File: config.mk
export PLATFORM = sky130hd
export DESIGN_NAME = burst_seq_addr
export DESIGN_NICKNAME = d
export VERILOG_FILES = /design/src/rtl/bseq_pkg.sv /design/src/rtl/bseq_capture.sv /design/src/rtl/bseq_beat_ctr.sv /design/src/rtl/bseq_order_map.sv /design/src/rtl/burst_seq_addr.sv
export SDC_FILE = /design/constraint.sdc
export NUM_CORES = 1
export LEC_CHECK = 0
export ABC_CLOCK_PERIOD_IN_PS = 800
export BUFFER_PORTS_ARGS = -buffer_cell sky130_fd_sc_hd__buf_4
export CAP_MARGIN = 20
export CORE_MARGIN = 8
export CORE_UTILIZATION = 38
export CTS_CLUSTER_DIAMETER = 60
export DETAILED_ROUTE_END_ITERATION = 8
export MAX_ROUTING_LAYER = met4
export PLACE_DENSITY = 0.79
export REMOVE_ABC_BUFFERS = 1
export SLEW_MARGIN = 20
export SYNTH_ARGS = -nofsm -noshare
export SYNTH_HDL_FRONTEND = slang
export SYNTH_SLANG_ARGS = --single-unit
File: constraint.sdc
create_clock -name clk -period 0.8 [get_ports clk]
set_input_delay 0.04 -clock clk [delete_from_list [all_inputs] [get_ports clk]]
set_output_delay 0.04 -clock clk [all_outputs]
set_load 0.01 [all_outputs]
File: src/rtl/bseq_pkg.sv
package bseq_pkg;

    localparam int unsigned LOW_W = 2;

    typedef logic [LOW_W-1:0] low_t;

    typedef enum logic {
        ORD_LINEAR     = 1'b0,
        ORD_INTERLEAVE = 1'b1
    } order_e;

    typedef enum logic [1:0] {
        CMD_HOLD = 2'd0,
        CMD_STEP = 2'd1,
        CMD_LOAD = 2'd2
    } cmd_e;

    // Load beats advance; advance is active low.
    function automatic cmd_e decode_cmd(input logic load, input logic adv_n);
        if (load)
            return CMD_LOAD;
        else if (!adv_n)
            return CMD_STEP;
        else
            return CMD_HOLD;
    endfunction

    function automatic low_t low_linear(input low_t start, input low_t beat);
        return low_t'(start + beat);
    endfunction

    function automatic low_t low_interleave(input low_t start, input low_t beat);
        return start ^ beat;
    endfunction

endpackage

File: src/rtl/bseq_capture.sv
module bseq_capture
    import bseq_pkg::*;
#(
    parameter int unsigned AW = 16,
    localparam int unsigned UW = AW - LOW_W
) (
    input  logic          clk,
    input  logic          rst,
    input  cmd_e          cmd_i,
    input  logic [AW-1:0] ext_addr_i,
    output logic [UW-1:0] upper_o,
    output low_t          start_o
);

    always_ff @(posedge clk) begin
        if (rst) begin
            upper_o <= '0;
            start_o <= '0;
        end else if (cmd_i == CMD_LOAD) begin
            upper_o <= ext_addr_i[AW-1:LOW_W];
            start_o <= ext_addr_i[LOW_W-1:0];
        end
    end

    p_upper_hold_r3: assert property (@(posedge clk) disable iff (rst)
        (cmd_i != CMD_LOAD) |=> $stable(upper_o));

endmodule

File: src/rtl/bseq_beat_ctr.sv
module bseq_beat_ctr
    import bseq_pkg::*;
(
    input  logic clk,
    input  logic rst,
    input  cmd_e cmd_i,
    output low_t beat_o
);

    always_ff @(posedge clk) begin
        if (rst)
            beat_o <= '0;
        else begin
            unique case (cmd_i)
                CMD_LOAD: beat_o <= '0;
                CMD_STEP: beat_o <= low_t'(beat_o + 1'b1);
                default:  beat_o <= beat_o;
            endcase
        end
    end

    p_beat_step_r4: assert property (@(posedge clk) disable iff (rst)
        (cmd_i == CMD_STEP) |=> (beat_o == low_t'($past(beat_o) + 1'b1)));

    p_beat_clear_r8: assert property (@(posedge clk) disable iff (rst)
        (cmd_i == CMD_LOAD) |=> (beat_o == '0));

endmodule

File: src/rtl/bseq_order_map.sv
module bseq_order_map
    import bseq_pkg::*;
(
    input  order_e order_i,
    input  low_t   start_i,
    input  low_t   beat_i,
    output low_t   low_o
);

    low_t lin_w;
    low_t ilv_w;

    assign lin_w = low_linear(start_i, beat_i);
    assign ilv_w = low_interleave(start_i, beat_i);

    always_comb begin
        unique case (order_i)
            ORD_INTERLEAVE: low_o = ilv_w;
            default:        low_o = lin_w;
        endcase
    end

endmodule

File: src/rtl/burst_seq_addr.sv
module burst_seq_addr
    import bseq_pkg::*;
#(
    parameter int unsigned AW = 16,
    localparam int unsigned UW = AW - LOW_W
) (
    input  logic          clk,
    input  logic          rst,
    input  logic          load_i,
    input  logic [AW-1:0] ext_addr_i,
    input  logic          adv_n_i,
    input  logic          order_sel_i,
    output logic [AW-1:0] addr_o
);

    cmd_e          cmd_w;
    order_e        order_w;
    logic [UW-1:0] upper_w;
    low_t          start_w;
    low_t          beat_w;
    low_t          low_w;

    assign cmd_w   = decode_cmd(load_i, adv_n_i);
    assign order_w = order_e'(order_sel_i);

    bseq_capture #(.AW(AW)) u_capture (
        .clk        (clk),
        .rst        (rst),
        .cmd_i      (cmd_w),
        .ext_addr_i (ext_addr_i),
        .upper_o    (upper_w),
        .start_o    (start_w)
    );

    bseq_beat_ctr u_beat (
        .clk    (clk),
        .rst    (rst),
        .cmd_i  (cmd_w),
        .beat_o (beat_w)
    );

    bseq_order_map u_map (
        .order_i (order_w),
        .start_i (start_w),
        .beat_i  (beat_w),
        .low_o   (low_w)
    );

    assign addr_o = {upper_w, low_w};

    p_load_capture_r2: assert property (@(posedge clk) disable iff (rst)
        load_i |=> (addr_o == $past(ext_addr_i)));

    p_suspend_hold_r6: assert property (@(posedge clk) disable iff (rst)
        (!load_i && adv_n_i) |=>
            ((addr_o == $past(addr_o)) || (order_sel_i != $past(order_sel_i))));

endmodule

### Yosys cells after proc, flatten, opt, wreduce, memory -nomap -nowiden

Index checks and enable logic that the tools add are counted.

* add/subtract/negate cells: 2
* eq/ne operators: 2
* multiplexer cells: 4
* bitwise logic cells: 1
* reductions and logical operators: 1

Operators by type and width (count)
* 2-bit two-way mux: 2
* 2-bit one-hot mux with 2 select lines: 1
* 2-bit by 1-bit adder with 2-bit output, second input constant: 1
* 2-bit adder: 1
* 2-bit by 1-bit equality test with 1-bit output, second input constant: 1
* 2-bit equality test, second input constant: 1
* 2-bit nonzero test: 1
* 2-bit bitwise XOR: 1
* 1-bit two-way mux: 1

* bits in registers: 18
* input port bits: 21
* word-level logic and storage cells: 13

### Longest topological paths before layout

Gate-level depths: netlist of run 1.

* depth after elaboration: 4
* depth in mapped cells: 4

### By module

From an unflattened synthesis of run 1, not the netlist that was laid out.

* cell total of the unflattened synthesis: 87
* area total of the unflattened synthesis: 913.4 sq um

By module, submodules not included
* bseq_capture: instances 1, cells an instance 71, area each 768.2 sq um, sequential area each 320.3 sq um
* bseq_beat_ctr: instances 1, cells an instance 11, area each 105.1 sq um, sequential area each 40.0 sq um
* bseq_order_map: instances 1, cells an instance 4, area each 36.3 sq um, sequential area each 0.0 sq um
* burst_seq_addr: instances 1, cells an instance 1, area each 3.8 sq um, sequential area each 0.0 sq um

### Worst setup path before layout of run 1

No wires, ideal clock.

* path kind: reg2out
* from: register u_capture.start_o[0]
* to: output port addr_o[1]
* data arrival time: 821 ps
* required time: 760 ps
* slack: -61 ps
* stages on the path, launching flop included: 4
* cell sequence: dfxtp_1 -> ha_1 -> nor2b_1 -> xnor2_1

* word-level cells in the longest chain between the ends: 2

Ends and longest elaborated chain
* from (decl): line bseq_capture.sv:12 `output low_t start_o`
* from (signal assigned): line bseq_capture.sv:21 `start_o <= ext_addr_i[LOW_W-1:0];`
* 2-bit adder: line bseq_pkg.sv:29 `return low_t'(start + beat);`
* 2-bit two-way mux: line bseq_order_map.sv:17 `unique case (order_i)`
* to (decl): line burst_seq_addr.sv:13 `output logic [AW-1:0] addr_o`

No other way between the ends.

### Worst setup path after layout of run 1

* from: register u_beat.beat_o[0]
* to: output port addr_o[1]

* word-level cells in the longest chain between the ends: 2

Ends and longest elaborated chain
* from (decl): line bseq_beat_ctr.sv:7 `output low_t beat_o`
* from (signal assigned): line bseq_beat_ctr.sv:16 `CMD_STEP: beat_o <= low_t'(beat_o + 1'b1);`
* from (signal assigned): line bseq_beat_ctr.sv:17 `default: beat_o <= beat_o;`
* 2-bit adder: line bseq_pkg.sv:29
* 2-bit two-way mux: line bseq_order_map.sv:17

No other way between the ends.

==> results.ini, run 1 <==
[outcome]
status=complete, but fails checks
violations=negative setup slack

[power_and_ir_drop]
power.density_mw_per_mm2=1510
leakage_nw=0.612
peakVddDrop_uv=881

[drt]
antenna_left=0
vias=637
wire_per_inst_um=14.9
drt-pass1-iter-count=4
routed_wl_mm=2.14
drc_errors=0
dr.first_iter.drc_count=11
vias_per_cell=4.45

[floorplanning]
io_pins=37
die_area_mm2=0.00350
die_w_um=59.2
start_util=0.406
rows=15
die_y_um=59.2
core_area_mm2=0.00175

[global_routing]
grt_pass1_wl_mm=2.97
grt_pass1_vias=631
grt.total_usage=0.114
overflow=0
antenna_found_initial=0
grt_max_degree=19

[finish]
drive_above_1_share=0.568
instances_no_fill=143
area_delta_synth_final_pct=84.1
fillers=116
diodes=0
fin_nets=141

[timing]
maxSlewViolCount=0
max_slew_margin=0.796
post-route-period-util=1.51
skew_ns=0.000152
worst_pin_slew_ns=0.306
rsz0062_at_grt=yes
fin_crit_ns=1.21
finalSetupViolations=4
max_freq_mhz=829
timing.final.ws_setup_ns=-0.406
final-hold-violation-count=0

[synth]
netlist_area_um2=708
synth.distinct_cells=12
ys_seq_elements=18
avgSynthCellArea_um2=11.2
postSynthCellCount=63
synth_warnings=0
ys_seq_area_frac=0.509

[clock_network]
cts_tree=yes
clock-sinks=18
clock_latency_ns=0.28
htreeDepth=1
clockBufferDepth=2
root_buffer=clkbuf_4
cts.clk_slew.worst_paths_ns=0.09
cts_made_buffers=3

[placed_design]
placed_cells=121
dp_hpwl_mm=1.19
place_ws_ns=-0.153
place_congestion=0.681
portBuffers=36

[worst_setup_path]
cpMaxStageDelayCell=dfxtp_2
slowest_delay_ns=0.36
worstRegToRegCells=5
reg2reg_from=u_beat.beat_o[0]
crit_fanout=2
r2r_slack_ns=-0.37
reg2reg_to=u_beat.beat_o[1]
end_kind=primary output
crit_chain=ha_4 -> nor2b_4 -> xnor2_2 -> buf_4
start_kind=flop
crit_required_ns=0.76
path_class=flop to primary output
cp.arrival_ns=1.17

[job]
maxCapViolations=0

[hold_path]
hp-class=input pin to flop
min_to=u_capture.start_o[0]
hold_depth=3
worstHoldStart=ext_addr_i[0]

kinds of logic (layout without fill, tap and decap cells):
group,Yosys count,count (layout),synth area share
xor gates and xnor gates,3,3,0.0371
adders and majority gates,1,1,0.0177
buffers and inverters,4,59,0.0583
DFF,18,18,0.509
muxes,16,16,0.226
and+or+nand+nor,21,21,0.152
area by class of cell:
type / count / area (um^2) / share of cell area
timing repair buffer: 55 / 507 / 0.389
sequential: 18 / 380 / 0.292
multi-input combinational: 41 / 349 / 0.268
clock buffer: 4 / 36.3 / 0.0278
tap: 25 / 31.3 / 0.0240
registers in the layout (all words and copies together), names as in the netlist:
| signal | flops |
|---|---|
| u_capture.start_o | 2 |
| u_capture.upper_o | 14 |
| u_beat.beat_o | 2 |
critical path: cells and delay by family, from the launching register on:
kind	cells	cell delay, ns
buf+inv	1	0.13
simple gates	1	0.15
fa+ha+maj	1	0.13
flops	1	0.36
xor+xnor	1	0.11
Yosys cell counts, drive strengths merged:
cell | number | area [um^2]
and2b | 1 | 8.76
buf | 4 | 41.3
dfxtp | 18 | 360
ha | 1 | 12.5
mux2i | 16 | 160
nor2 | 16 | 60.1
nor2b | 2 | 12.5
nor3 | 1 | 5.00
nor4 | 1 | 21.3
xnor2 | 3 | 26.3
cell usage in the layout (no fill, tap or decap):
cell type	instances
buf_4	25
mux2i_1	16
nor2_1	16
dfxtp_2	16
dlygate4sd3_1	15
buf_6	15
xnor2_2	3
clkbuf_4	3
dfxtp_1	2
nor2b_4	1
and2b_2	1
nor3_1	1
nor2b_1	1
nor4_4	1
ha_4	1
clkbuf_8	1
metal layers:
layer	global-route usage	wire [um]
met1	0.128	877
met2	0.182	1120
met3	0.0304	105
met4	0.0614	36
met5	-	0
timing repair:
| action | CTS | global route |
|---|---|---|
| hold buffers | 14 | 1 |
| endpoints found under the hold margin | 14 | 1 |
| setup buffers | 1 | 2 |
| gates resized for setup | 17 | 21 |
| setup endpoints to repair | 9 | 18 |
| pin swaps | 2 | 2 |
metrics by stage:
| stage | hold WS [ns] | total power [mW] | instance area, um^2 | setup TNS, ns | utilization |
|---|---|---|---|---|---|
| 2_1_floorplan | 0.111 | 1.11 | 667 | -0.0685 | - |
| 5_1_grt | 0.0273 | 2.09 | 1300 | -1.73 | 0.747 |
| 3_3_place_gp | 0.273 | 1.30 | 976 | -0.148 | 0.559 |
| 6_report | 0.0171 | 1.97 | 1300 | -1.22 | 0.747 |
| 3_5_place_dp | 0.285 | 1.31 | 976 | -0.230 | 0.559 |
| 4_1_cts | 0.00187 | 1.94 | 1210 | -1.04 | 0.694 |
report_power, final:
| part | leakage, nW | internal (mW) | switching, mW |
|---|---|---|---|
| sequential | 0.154 | 0.956 | 0.0399 |
| clock | 0.0210 | 0.277 | 0.258 |
| combinational | 0.437 | 0.277 | 0.161 |
worst max-delay path by stage:
stage               slack, ns                  from  cells after the start         to
finish                  -0.41      u_beat.beat_o[0]                      4  addr_o[1]
global route            -0.49      u_beat.beat_o[0]                      4  addr_o[1]
CTS                     -0.42      u_beat.beat_o[0]                      4  addr_o[1]
detailed placement      -0.15      u_beat.beat_o[0]                      4  addr_o[1]
global placement        -0.11      u_beat.beat_o[0]                      4  addr_o[1]
floorplan               -0.06  u_capture.start_o[0]                      3  addr_o[1]
No activity file was read; power rests on OpenSTA's default activity.
==> run 2: changes to the inputs <==
--- a/config.mk
+++ b/config.mk
@@ -5,6 +5,7 @@
 export SDC_FILE = /design/constraint.sdc
 export NUM_CORES = 1
 export LEC_CHECK = 0
+export ABC_AREA = 1
 export ABC_CLOCK_PERIOD_IN_PS = 800
 export BUFFER_PORTS_ARGS = -buffer_cell sky130_fd_sc_hd__buf_4
 export CAP_MARGIN = 20
@@ -13,7 +14,7 @@
 export CTS_CLUSTER_DIAMETER = 60
 export DETAILED_ROUTE_END_ITERATION = 8
 export MAX_ROUTING_LAYER = met4
-export PLACE_DENSITY = 0.79
+export PLACE_DENSITY = 0.78
 export REMOVE_ABC_BUFFERS = 1
 export SLEW_MARGIN = 20
 export SYNTH_ARGS = -nofsm -noshare
==> run 2 against run 1 <==
  * The flow finishes with violations (negative hold slack, negative setup slack)
  * Worst hold slack got worse by 0.025 ns
  * Non-clock buffer count fell by 2
  * Maximum frequency fell by 1.3%
  * Sequential share of layout area rose by 0.23 points
  * Register-to-register slack improved by 0.28 ns
  * Utilization fell by 1.4 points
==> results.ini, run 2 <==
[drt]
wire_per_inst_um=12.5  ; -16%
dr.first_iter.drc_count=9  ; -2
routed_wl_mm=2.16  ; +1.1%
drt-pass1-iter-count=4  ; unchanged
antenna_left=0  ; unchanged
vias_per_cell=4.51  ; +1.3%
dr.max_layer_used=met4
wl_met3_um=192  ; +83%
drc_errors=0  ; unchanged
wl_met1_um=866  ; -1.3%
vias=776  ; +22%
routed-wl-met2_mm=1.06  ; -5.1%

[timing]
maxSlewViolCount=0  ; unchanged
skew_ns=0.00307  ; +0.00292 ns
rsz0062_at_grt=yes
max_slew_margin=0.887  ; +0.0914
post-route-period-util=1.53  ; +0.0203
worst_pin_slew_ns=0.167  ; -0.139 ns
timing.final.ws_setup_ns=-0.422  ; -0.0162 ns
max_freq_mhz=818  ; -1.3%
fin_crit_ns=1.22  ; +0.0162 ns
hold_slack_ns=-0.00794  ; -0.0250 ns
final-hold-violation-count=3  ; +3
finalSetupViolations=4  ; unchanged

[finish]
fillers=127  ; +9.5%
largest_register_ffs=14  ; unchanged
multi_input_area_um2=333  ; -4.7%
drive_above_1_share=0.531  ; -0.0372
final_area_mm2=0.00129  ; -0.77%
mostFrequentLayoutCell=buf_4
area_delta_synth_final_pct=78.6
top_regs=u_capture.upper_o x14, u_beat.beat_o x2, u_capture.start_o x2
seq_area_um2=380  ; unchanged
fin_nets=171  ; +21%
diodes=0  ; unchanged
top_register=u_capture.upper_o
layout_common_cells=buf_4 (26), nor2_1 (23), dfxtp_2 (16), buf_6 (15), o21ai_1 (12)

[worst_setup_path]
start_kind=flop
reg2reg_to=u_beat.beat_o[1]
worstRegToRegCells=6  ; +1
critPathCapture=addr_o[1]
end_kind=primary output
crit_required_ns=0.76  ; about the same
crit_fanout=2  ; unchanged
path_class=flop to primary output
cp.arrival_ns=1.18  ; about the same
cp-startpoint=u_capture.start_o[0]
r2r_slack_ns=-0.09  ; +0.28 ns
reg2reg_from=u_beat.beat_o[0]

[clock_network]
cts.clk_slew.worst_paths_ns=0.10  ; about the same
clockBufferDepth=2  ; unchanged
cts_made_buffers=3  ; unchanged
clock-sinks=18  ; unchanged
root_buffer=clkbuf_4
clock_latency_ns=0.29  ; about the same
cts_tree=yes
htreeDepth=1  ; unchanged

[power_and_ir_drop]
power_frac_comb=0.246  ; +0.023
power.density_mw_per_mm2=1480  ; -1.8%
peakVddDrop_uv=1340  ; +52%
power_frac_seq=0.526  ; +0.020
p_switching_mw=0.496  ; +8.0%
p_int_mw=1.42  ; -5.7%
leakage_nw=0.596  ; -2.6%
switching_share=0.258  ; +0.0252
clockPowerShare=0.227  ; -0.044

[synth]
avgSynthCellArea_um2=7.71  ; -31%
postSynthCellCount=94  ; +49%
synth_top_area_share=0.497  ; -0.0114
synth.most_common_cell=nor2_1
ys_seq_area_frac=0.497  ; -0.0114
netlist_area_um2=724  ; +2.3%
ys_seq_elements=18  ; unchanged
synth_warnings=0  ; unchanged
yosys-top-cells-area=dfxtp_1 (50%), nor2_1 (12%), nor2_2 (7.8%)
synth.distinct_cells=14  ; +2
synth_edf_count=0  ; unchanged
synthTopCellsByCount=nor2_1 (24), dfxtp_1 (18), o21ai_1 (11)
synthFlopType=dfxtp_1
synth_top_cell_by_area=dfxtp_1
async_flop_share=0  ; unchanged

[floorplanning]
die_w_um=59.7  ; +0.83%
rows=15  ; unchanged
start_util=0.411  ; +0.00490
io_pins=37  ; unchanged
die_area_mm2=0.00356  ; +1.7%
core_area_mm2=0.00176  ; +1.1%
die_y_um=59.7  ; +0.83%

[global_routing]
grt_max_degree=17  ; -2
grt_pass1_vias=783  ; +24%
grt_pass1_wl_mm=3.24  ; +9.1%
antenna_found_initial=0  ; unchanged
grt.total_usage=0.116  ; +0.00167
overflow=0  ; unchanged

[job]
maxCapViolations=0  ; unchanged

[hold_path]
hp-class=input pin to flop

[outcome]
violations=negative hold slack, negative setup slack
status=complete, but fails checks

[placed_design]
place_ws_ns=-0.160  ; -0.00646 ns
place_congestion=0.689  ; +1.2%
portBuffers=36  ; unchanged
placed_cell_area_mm2=0.00105  ; +8.1%
dp_hpwl_mm=1.48  ; +25%

==> run 2: critical path, stage by stage (launching register included) <==
cell and delay (ns):
dfxtp_2 0.36, ha_4 0.14, inv_2 0.03, nor2_1 0.08, nand3_1 0.07, nand2_1 0.06, inv_1 0.05, buf_6 0.11
==> run 2: power by group through the flow <==
stage | sequential (mW) | combinational, mW | clock, mW
global placement | 1.00 | 0.372 | 0
finish | 1.01 | 0.473 | 0.437
CTS | 0.992 | 0.436 | 0.424
floorplan | 1.03 | 0.122 | 0
detailed placement | 1.01 | 0.379 | 0
global route | 1.02 | 0.514 | 0.483
==> run 2: kinds of logic (layout without fill, tap and decap cells) <==
logic type               Yosys count  in the layout  synth area share
adder cells (fa/ha/maj)            1              1            0.0173
AND/OR/NAND/NOR                   46             46             0.285
buffers and inverters             11             64            0.0708
flip-flops                        18             18             0.497
AO/OA/AOI/OAI                     18             18             0.130
==> run 2: stage by stage <==
| step | util | power, mW | cells | setup TNS, ns |
|---|---|---|---|---|
| 2_1_floorplan | - | 1.15 | 91 | 0 |
| 3_3_place_gp | 0.598 | 1.38 | 157 | -0.101 |
| 4_1_cts | 0.688 | 1.85 | 171 | -0.639 |
| 6_report | 0.733 | 1.92 | 172 | -0.758 |
| 5_1_grt | 0.733 | 2.01 | 172 | -1.01 |
| 3_5_place_dp | 0.598 | 1.39 | 157 | -0.168 |
==> run 2: how the worst min path moves through the flow <==
stage | startpoint | end | slack, ns | depth (start not counted)
after floorplan | ext_addr_i[0] | u_capture.start_o[0] | 0.17 | 2
after global placement | ext_addr_i[3] | u_capture.upper_o[1] | 0.26 | 3
after detailed placement | ext_addr_i[3] | u_capture.upper_o[1] | 0.27 | 3
after CTS | ext_addr_i[4] | u_capture.upper_o[2] | 0.0008 | 3
after global routing | ext_addr_i[11] | u_capture.upper_o[9] | -0.006 | 3
final | ext_addr_i[11] | u_capture.upper_o[9] | -0.008 | 3
==> run 2: layer usage <==
| layer | GRT usage | vias up |
|---|---|---|
| li1 | - | 402 |
| met1 | 0.138 | 338 |
| met2 | 0.188 | 30 |
| met3 | 0.0385 | 6 |
| met4 | 0.0204 | 0 |
| met5 | - | - |
==> run 2: timing repair <==
item,in CTS,in global routing
hold buffers,11,0
setup buffers,0,1
pin swaps,0,1
resized for setup,8,30
hold endpoints to repair,11,0
setup endpoints to repair,4,17
==> run 2: final cells by class <==
| cell class | count | area share |
|---|---|---|
| Sequential cell | 18 | 0.294 |
| Clock buffer | 3 | 0.0174 |
| Timing Repair Buffer | 53 | 0.382 |
| Tap cell | 25 | 0.0242 |
| Multi-Input combinational cell | 65 | 0.257 |
| Inverter | 8 | 0.0251 |
==> run 3: changes to the inputs <==
--- a/config.mk
+++ b/config.mk
@@ -6,7 +6,7 @@
 export NUM_CORES = 1
 export LEC_CHECK = 0
 export ABC_AREA = 1
-export ABC_CLOCK_PERIOD_IN_PS = 800
+export ABC_CLOCK_PERIOD_IN_PS = 1000
 export BUFFER_PORTS_ARGS = -buffer_cell sky130_fd_sc_hd__buf_4
 export CAP_MARGIN = 20
 export CORE_MARGIN = 8
==> constraint.sdc (replaced) <==
create_clock -name clk -period 1 [get_ports clk]
set_input_delay 0.05 -clock clk [delete_from_list [all_inputs] [get_ports clk]]
set_output_delay 0.05 -clock clk [all_outputs]
set_load 0.01 [all_outputs]
==> run 3 against run 2 <==
  * The run still ends with negative hold slack, negative setup slack left
  * Clock power down 20%
  * Clock skew up 0.0034 ns
  * First-iteration DRC count increased by 33%
  * Non-clock buffer count fell by 1
  * Critical path depth unchanged
  * Via count decreased by 0.64%
  * Design area down 7.1%
  * Combinational power decreased by 27%
  * Sequential cell count stayed put
  * Total power fell by 23%
  * Wire length shrank 2.5%
  * Worst setup slack better by 0.18 ns
  * Critical path type unchanged
  * Critical endpoint unchanged
  * Largest cell class unchanged
==> results.ini, run 3 (synthesized netlist as in run 2, its figures left out) <==
[outcome]
status=complete, but fails checks
violations=negative hold slack, negative setup slack

[drt]
routed_wl_mm=2.10  ; -2.5%
vias_per_cell=4.51  ; about the same
drt-pass1-iter-count=4  ; unchanged
vias=771  ; -0.64%
dr.first_iter.drc_count=12  ; +3
antenna_left=0  ; unchanged
wire_per_inst_um=12.3  ; -2.0%
drc_errors=0  ; unchanged

[clock_network]
cts_made_buffers=3  ; unchanged
cts_tree=yes
cts_setup_buffers=0  ; unchanged
cts.clk_slew.worst_paths_ns=0.10  ; about the same
root_buffer=clkbuf_4
clock_latency_ns=0.29  ; about the same
clockBufferDepth=2  ; unchanged
clock-sinks=18  ; unchanged
htreeDepth=1  ; unchanged

[finish]
final_area_mm2=0.00120  ; -7.1%
multi_input_area_um2=325  ; -2.3%
diodes=0  ; unchanged
top_regs=u_capture.upper_o x14, u_beat.beat_o x2, u_capture.start_o x2
fin_nets=170  ; -0.58%
top_register=u_capture.upper_o
layout_common_cells=buf_4 (37), nor2_1 (24), dfxtp_1 (16), dlygate4sd3_1 (13), o21ai_1 (11)
instances_no_fill=171  ; -0.58%
largest_register_ffs=14  ; unchanged
drive_above_1_share=0.404  ; -0.127
mostFrequentLayoutCell=buf_4
area_delta_synth_final_pct=66.0
fillers=153  ; +20%
seq_area_um2=363  ; -4.6%
final_core_util=0.682  ; -0.0518

[floorplanning]
core_area_mm2=0.00176  ; unchanged
die_y_um=59.7  ; unchanged
die_area_mm2=0.00356  ; unchanged
rows=15  ; unchanged
start_util=0.411  ; unchanged
io_pins=37  ; unchanged
die_w_um=59.7  ; unchanged

[worst_setup_path]
end_kind=primary output
cp.arrival_ns=1.19  ; about the same
slowest_delay_ns=0.37  ; about the same
start_kind=flop
crit_fanout=2  ; unchanged
crit_required_ns=0.95  ; +0.19 ns
cpLargestDelayFamily=flip-flops
crit_chain=ha_4 -> inv_2 -> nor2_1 -> nand3_1 -> nand2_1 -> inv_1 -> buf_6
cpMaxStageDelayCell=dfxtp_2
path_class=flop to primary output
worstPathBufferInverterCount=3  ; unchanged

[timing]
worst_pin_slew_ns=0.247  ; +0.0801 ns
hold_slack_ns=-0.00865  ; -0.000718 ns
finalSetupViolations=2  ; -2
post-route-period-util=1.24
maxSlewViolCount=0  ; unchanged
skew_ns=0.00648  ; +0.00341 ns
final-hold-violation-count=1  ; -2
timing.final.ws_setup_ns=-0.239  ; +0.183 ns
max_freq_mhz=807
max_slew_margin=0.835  ; -0.0524
fin_crit_ns=1.24
rsz0062_at_grt=yes

[power_and_ir_drop]
leakage_nw=0.568  ; -4.7%
power.density_mw_per_mm2=1230  ; -17%
peakVddDrop_uv=974  ; -27%

[global_routing]
overflow=0  ; unchanged
antenna_found_initial=0  ; unchanged
grt.total_usage=0.129  ; +0.0128
grt_max_degree=18  ; +1
grt_pass1_vias=790  ; +0.89%
grt_pass1_wl_mm=3.44  ; +6.2%

[hold_path]
hp-class=input pin to flop

[job]
maxCapViolations=0  ; unchanged

[placed_design]
dp_hpwl_mm=1.42  ; -4.4%
place_congestion=0.718  ; +4.3%
placed_cell_area_mm2=0.00103  ; -2.6%
portBuffers=36  ; unchanged
placed_cells=155  ; -1.3%

==> run 3: routing by layer <==
| metal | track usage | up-vias | part of all wire | routed length (um) |
|---|---|---|---|---|
| li1 | - | 402 | - | - |
| met1 | 0.148 | 342 | 0.46 | 958 |
| met2 | 0.197 | 25 | 0.45 | 950 |
| met3 | 0.0557 | 2 | 0.090 | 189 |
| met4 | 0.0408 | 0 | 0.0029 | 6 |
| met5 | - | - | 0 | 0 |
==> run 3: repair_timing <==
action	CTS	global route
pin swaps	3	4
hold buffers	13	0
gates resized for setup	7	0
endpoints found under the setup margin	2	2
hold endpoints to repair	13	0
==> run 3: cell type report <==
| class | count | area share |
|---|---|---|
| sequential | 18 | 0.302 |
| multi-input combinational | 65 | 0.271 |
| clock buffer | 3 | 0.0187 |
| timing repair buffer | 52 | 0.358 |
| inverter | 8 | 0.0250 |
| tap | 25 | 0.0260 |
==> run 3: through the flow <==
stage | total power, mW | setup slack (ns) | TNS (ns)
after global placement | 1.09 | 0.0875 | 0
after CTS | 1.48 | -0.250 | -0.280
after detailed placement | 1.09 | 0.0507 | 0
final | 1.48 | -0.239 | -0.276
after global routing | 1.56 | -0.307 | -0.377
after floorplan | 0.919 | 0.214 | 0
==> run 3: tightest hold or removal path, stage by stage <==
cell and delay, ns:
buf_4 0.08, nor2_2 0.03, nor2_1 0.09
==> run 3: where the power goes <==
group | switching (mW) | internal [mW]
Combinational | 0.148 | 0.195
Sequential | 0.0265 | 0.765
Clock | 0.210 | 0.140
==> run 3: path summary, 6_finish.rpt <==
kind	start	to	slack [ns]	cells after the start
worst min-delay path	ext_addr_i[4]	u_capture.upper_o[2]	-0.009	3
worst min register to register	u_capture.upper_o[10]	u_capture.upper_o[10]	0.52	2
worst max-delay path	u_capture.start_o[0]	addr_o[1]	-0.24	7
worst max register to register	u_beat.beat_o[0]	u_beat.beat_o[1]	0.16	5
